**src/rtl/accel_i2c_regs.sv**
```systemverilog
`timescale 1ns/1ps
module accel_i2c_regs #(
  parameter logic [3:0] ADDR_HI = 4'b0010,
  parameter int SAMPLE_BITS = 12
) (
  input  logic        clk,
  input  logic        rst_n,
  input  logic        scl_i,
  input  logic        sda_i,
  output logic        sda_oe,
  input  logic [2:0]  addr_strap,
  input  logic        sample_stb,
  input  logic [15:0] x_sample,
  input  logic [15:0] y_sample,
  input  logic [15:0] t_sample,
  output logic        pwr_down,
  output logic        temp_sel
);
  localparam logic [15:0] KEEP = 16'((32'd1 << SAMPLE_BITS) - 32'd1);

  typedef enum logic [2:0] {ST_IDLE, ST_ADDR, ST_AACK, ST_WR, ST_WACK, ST_RD, ST_RACK} st_t;

  st_t         st;
  logic        scl_m, scl_s, scl_d, sda_m, sda_s, sda_d;
  logic [3:0]  cnt;
  logic [7:0]  shr, tx, ctrl, rd_byte;
  logic [2:0]  ptr, ptr_nx;
  logic        rw, first, mack;
  logic [15:0] hold_x, hold_y, hold_t, snap_x, snap_y, snap_t;
  logic        scl_rise, scl_fall, start_det, stop_det;

  always_ff @(posedge clk or negedge rst_n)
    if (!rst_n) {scl_m, scl_s, scl_d, sda_m, sda_s, sda_d} <= '1;
    else {scl_m, scl_s, scl_d, sda_m, sda_s, sda_d} <= {scl_i, scl_m, scl_s, sda_i, sda_m, sda_s};

  assign scl_rise  = scl_s & ~scl_d;
  assign scl_fall  = ~scl_s & scl_d;
  assign start_det = scl_s & scl_d & sda_d & ~sda_s;
  assign stop_det  = scl_s & scl_d & ~sda_d & sda_s;
  assign ptr_nx    = (ptr == 3'd6) ? 3'd0 : ptr + 3'd1;
  assign pwr_down  = ctrl[0];
  assign temp_sel  = ctrl[1];

  always_comb
    case (ptr)
      3'd0:    rd_byte = ctrl;
      3'd1:    rd_byte = ctrl[1] ? snap_t[15:8] : snap_x[15:8];
      3'd2:    rd_byte = ctrl[1] ? snap_t[7:0]  : snap_x[7:0];
      3'd3:    rd_byte = snap_y[15:8];
      3'd4:    rd_byte = snap_y[7:0];
      default: rd_byte = 8'h00;
    endcase

  always_ff @(posedge clk or negedge rst_n) begin
    if (!rst_n) begin
      st <= ST_IDLE; cnt <= '0; shr <= '0; tx <= '0; ctrl <= '0; ptr <= '0;
      rw <= 1'b0; first <= 1'b0; mack <= 1'b0; sda_oe <= 1'b0;
      hold_x <= '0; hold_y <= '0; hold_t <= '0;
      snap_x <= '0; snap_y <= '0; snap_t <= '0;
    end else begin
      if (sample_stb) begin
        hold_x <= x_sample & KEEP;
        hold_y <= y_sample & KEEP;
        hold_t <= t_sample & KEEP;
      end
      if (start_det) begin
        st <= ST_ADDR; cnt <= '0; sda_oe <= 1'b0;
      end else if (stop_det) begin
        st <= ST_IDLE; sda_oe <= 1'b0;
      end else if (scl_rise) begin
        case (st)
          ST_ADDR, ST_WR: begin shr <= {shr[6:0], sda_s}; cnt <= cnt + 4'd1; end
          ST_RD:          cnt <= cnt + 4'd1;
          ST_RACK:        mack <= ~sda_s;
          default: ;
        endcase
      end else if (scl_fall) begin
        case (st)
          ST_ADDR:
            if (cnt == 4'd8) begin
              if (shr[7:1] == {ADDR_HI, addr_strap}) begin
                st <= ST_AACK; sda_oe <= 1'b1; rw <= shr[0];
                if (shr[0]) begin snap_x <= hold_x; snap_y <= hold_y; snap_t <= hold_t; end
              end else st <= ST_IDLE;
            end
          ST_AACK: begin
            cnt <= '0;
            if (rw) begin
              tx <= rd_byte; sda_oe <= ~rd_byte[7]; ptr <= ptr_nx; st <= ST_RD;
            end else begin
              sda_oe <= 1'b0; first <= 1'b1; st <= ST_WR;
            end
          end
          ST_WR:
            if (cnt == 4'd8) begin
              sda_oe <= 1'b1; st <= ST_WACK; first <= 1'b0;
              if (first) ptr <= (shr[2:0] == 3'd7) ? 3'd0 : shr[2:0];
              else begin
                if (ptr == 3'd0) ctrl <= shr;
                ptr <= ptr_nx;
              end
            end
          ST_WACK: begin sda_oe <= 1'b0; cnt <= '0; st <= ST_WR; end
          ST_RD:
            if (cnt == 4'd8) begin sda_oe <= 1'b0; st <= ST_RACK; end
            else begin tx <= {tx[6:0], 1'b0}; sda_oe <= ~tx[6]; end
          ST_RACK: begin
            cnt <= '0;
            if (mack) begin
              tx <= rd_byte; sda_oe <= ~rd_byte[7]; ptr <= ptr_nx; st <= ST_RD;
            end else st <= ST_IDLE;
          end
          default: ;
        endcase
      end
    end
  end
endmodule


```
**config.mk**
```make
export PLATFORM = sky130hd
export DESIGN_NAME = accel_i2c_regs
export DESIGN_NICKNAME = d
export VERILOG_FILES = /design/src/rtl/accel_i2c_regs.sv
export SDC_FILE = /design/constraint.sdc
export NUM_CORES = 1
export LEC_CHECK = 0
export BUFFER_PORTS_ARGS = -buffer_cell sky130_fd_sc_hd__buf_4
export CORE_UTILIZATION = 45
export DETAILED_ROUTE_END_ITERATION = 8
export REMOVE_ABC_BUFFERS = 1
export SYNTH_ARGS = -nofsm -noshare
export SYNTH_HDL_FRONTEND = slang
export SYNTH_SLANG_ARGS = --single-unit
```
**constraint.sdc**
```tcl
create_clock -name clk -period 2.45 [get_ports clk]
set_input_delay 0.49 -clock clk [delete_from_list [all_inputs] [get_ports clk]]
set_output_delay 0.49 -clock clk [all_outputs]
set_load 0.02 [all_outputs]
```
==> results.cfg <==
[power]
p_seq_frac = 0.415
leakagePower_nw = 2.978
ir_drop_mv = 0.4838
power_frac_clock = 0.529
p_per_area_mw_per_mm2 = 743.6
swShare = 0.2040
share_comb_of_total_power = 0.056
p_int_mw = 3.946
net-switching-power_mw = 1.011

[synthesis]
synthCells = 421
synth.distinct_cells = 57
synth_area_leaders = dfrtp_1 (50%), mux2_2 (13%), mux2_4 (8.2%)
synth_warnings = 0
synth_ff_type = dfrtp_1
synth-async-reset-ratio = 1.000
synth_top_area_cell = dfrtp_1
synth_top_area_share = 0.4989
synth-edff-count = 0
ys_ff_latch = 115
yosysSeqAreaShare = 0.5277
syn_area_per_cell_sq_um = 12.99
syn_area_sq_mm = 0.005468

[floorplanning]
initial_utilization = 0.4708
ioPinCount = 59
die_h_um = 112.2
core_region_area_sq_mm = 0.01161
die_area_sq_mm = 0.01260
row_count = 39
die_w_um = 112.2

[sta]
fmax_mhz = 448.6
setup_viol_count_final = 0
fin_crit_sh = 0.9099
drv_slew = 0
hold_violations = 0
skew_ns = 0.008341
tightest_slew_ns = 0.5610
slew_headroom = 0.6260
finalSetupTns_ns = 0
period_needed_ns = 2.229
rsz0062_at_grt = no

[setup_path]
reg2reg_to = ptr[0]
crit_type = register to register
path_max_fanout = 6
r2r_slack_ns = 0.22
r2r_start = scl_d
crit_required_ns = 2.72
reg2regPathDepth = 7
crit_path_end_kind = register
crit_arrival_ns = 2.50
critPathLaunchType = register

[place]
globalplace.congestion = 0.8549
hpwl_um = 7237
port_buffers = 46

[status]
status = completed

[grt]
grt.total_usage = 0.1889
grt_pass1_wl_um = 18170
grt_pass1_vias = 3647
grt_max_degree = 42
overflow = 0
antenna_found_initial = 0

[clock_tree]
postCtsSetupBuffers = 0
cts_resized = 0
clock_path_buffers = 2
cts_tree = done
cts_hold_buf = 0
clock_latency_ns = 0.41
clock_sinks = 115
clk_pin_slew_ns = 0.05
root_buffer = clkbuf_16
numCtsBuffers = 17
cts_max_level = 4

[finish]
final_layout_size_suffix_gt1_frac = 0.3984
fill_cells = 956
nNetsFinal = 543
multiInputGateArea_sq_mm = 0.002390
synthToLayoutAreaGrowth_pct = 21.92
final_core_util = 0.5740
ff_latch_area_sq_mm = 0.002885
diodes = 0
layout_commonest_cell = dfrtp_1
final_cell_mix = dfrtp_1 (109), mux2_2 (62), buf_4 (60)

[drt]
drt-initial-drc-count = 148
dr.pass1.iters = 4
drc = 0
wirelength_um = 10480
num_vias = 3444
viasPerCell = 5.424
ant_nets = 0
wl_per_cell_um = 16.51

[flow_run]
drv_cap = 0

[hold_path]
holdCritPathClass = input port to async pin
cell usage after synthesis, types with 3 or more instances:
library cell    n
a21o_1          5
a21oi_1        14
a22o_1          6
a22oi_1         4
a31oi_1         3
and2_1          3
and3b_1         3
buf_12          3
clkbuf_1       16
dfrtp_1       109
dfstp_2         6
ha_1            7
inv_1          12
mux2_2         62
mux2_4         30
mux2i_1        16
nand2_1        22
nand2b_1        3
nand3_1         7
nand3b_1        4
nor2_1          8
nor2b_1         4
nor3_1          6
nor3b_1         5
o21ai_0        13
o22ai_1         6
or3_1           3
xnor2_1         4
power by group through the flow:
stage	Sequential (mW)	Clock (mW)	Combinational (mW)
2_1_floorplan	2.07	0	0.128
3_3_place_gp	2.09	0	0.275
3_5_place_dp	2.09	0	0.283
4_1_cts	2.06	2.68	0.284
5_1_grt	2.07	2.77	0.313
6_report	2.06	2.62	0.277
state kept, by name, indices dropped and copies added, names as in the netlist, 3 cells and up:
register	count
snap_t	12
cnt	4
shr	8
ptr	3
hold_x	12
st	3
ctrl	8
hold_y	12
tx	7
snap_y	12
snap_x	12
hold_t	12
metrics by stage:
step           worst slack, ns  total power, mW  std cells  cell area (sq um)  hold slack (ns)
3_3_place_gp            0.2238            2.364        604               6030           0.3490
2_1_floorplan          -0.5825            2.203        397               5319           0.1944
6_report                0.2207            4.957        635               6666          0.07231
4_1_cts                 0.2041            5.020        635               6666          0.08287
5_1_grt                0.01912            5.148        635               6666           0.1087
3_5_place_dp            0.1841            2.374        604               6030           0.3490
area by class of cell:
cell class | count | share of cell area
Tap cell | 143 | 0.02684
Timing Repair Buffer | 64 | 0.07958
Clock buffer | 23 | 0.07320
Inverter | 12 | 0.006757
Clock inverter | 8 | 0.02233
Multi-Input combinational cell | 270 | 0.3585
Sequential cell | 115 | 0.4328
metal layers:
metal | vias up | routed length [um] | track usage
met3 | 12 | 392 | 0.05778
li1 | 1649 | - | -
met1 | 1722 | 4891 | 0.2398
met2 | 61 | 5042 | 0.3052
met4 | 0 | 157 | 0.07111
met5 | - | 0 | 0
logic make-up after synthesis:
kind of cell | share of synthesized area
simple gates | 0.08490
compound gates | 0.08673
xor+xnor | 0.008009
buf+inv | 0.03547
mux | 0.2394
fa+ha+maj | 0.01785
flops | 0.5277
critical path, cell delays in order (launching register included):
cell       delay (ns)
dfstp_2          0.55
inv_1            0.04
ha_1             0.25
nor2b_1          0.18
nor3b_1          0.38
o2111ai_1        0.33
a311oi_1         0.30
a21oi_1          0.07
how the worst max path moves through the flow:
stage | start | to | slack [ns] | cells past startpoint
floorplan | cnt[0] | snap_x[0] | -0.58 | 6
global placement | addr_strap[2] | snap_x[1] | 0.22 | 7
detailed placement | addr_strap[2] | snap_x[2] | 0.18 | 7
CTS | scl_d | ptr[0] | 0.20 | 7
global route | scl_d | ptr[0] | 0.02 | 7
finish | scl_d | ptr[0] | 0.22 | 7
No activity file was read; power rests on OpenSTA's default activity.
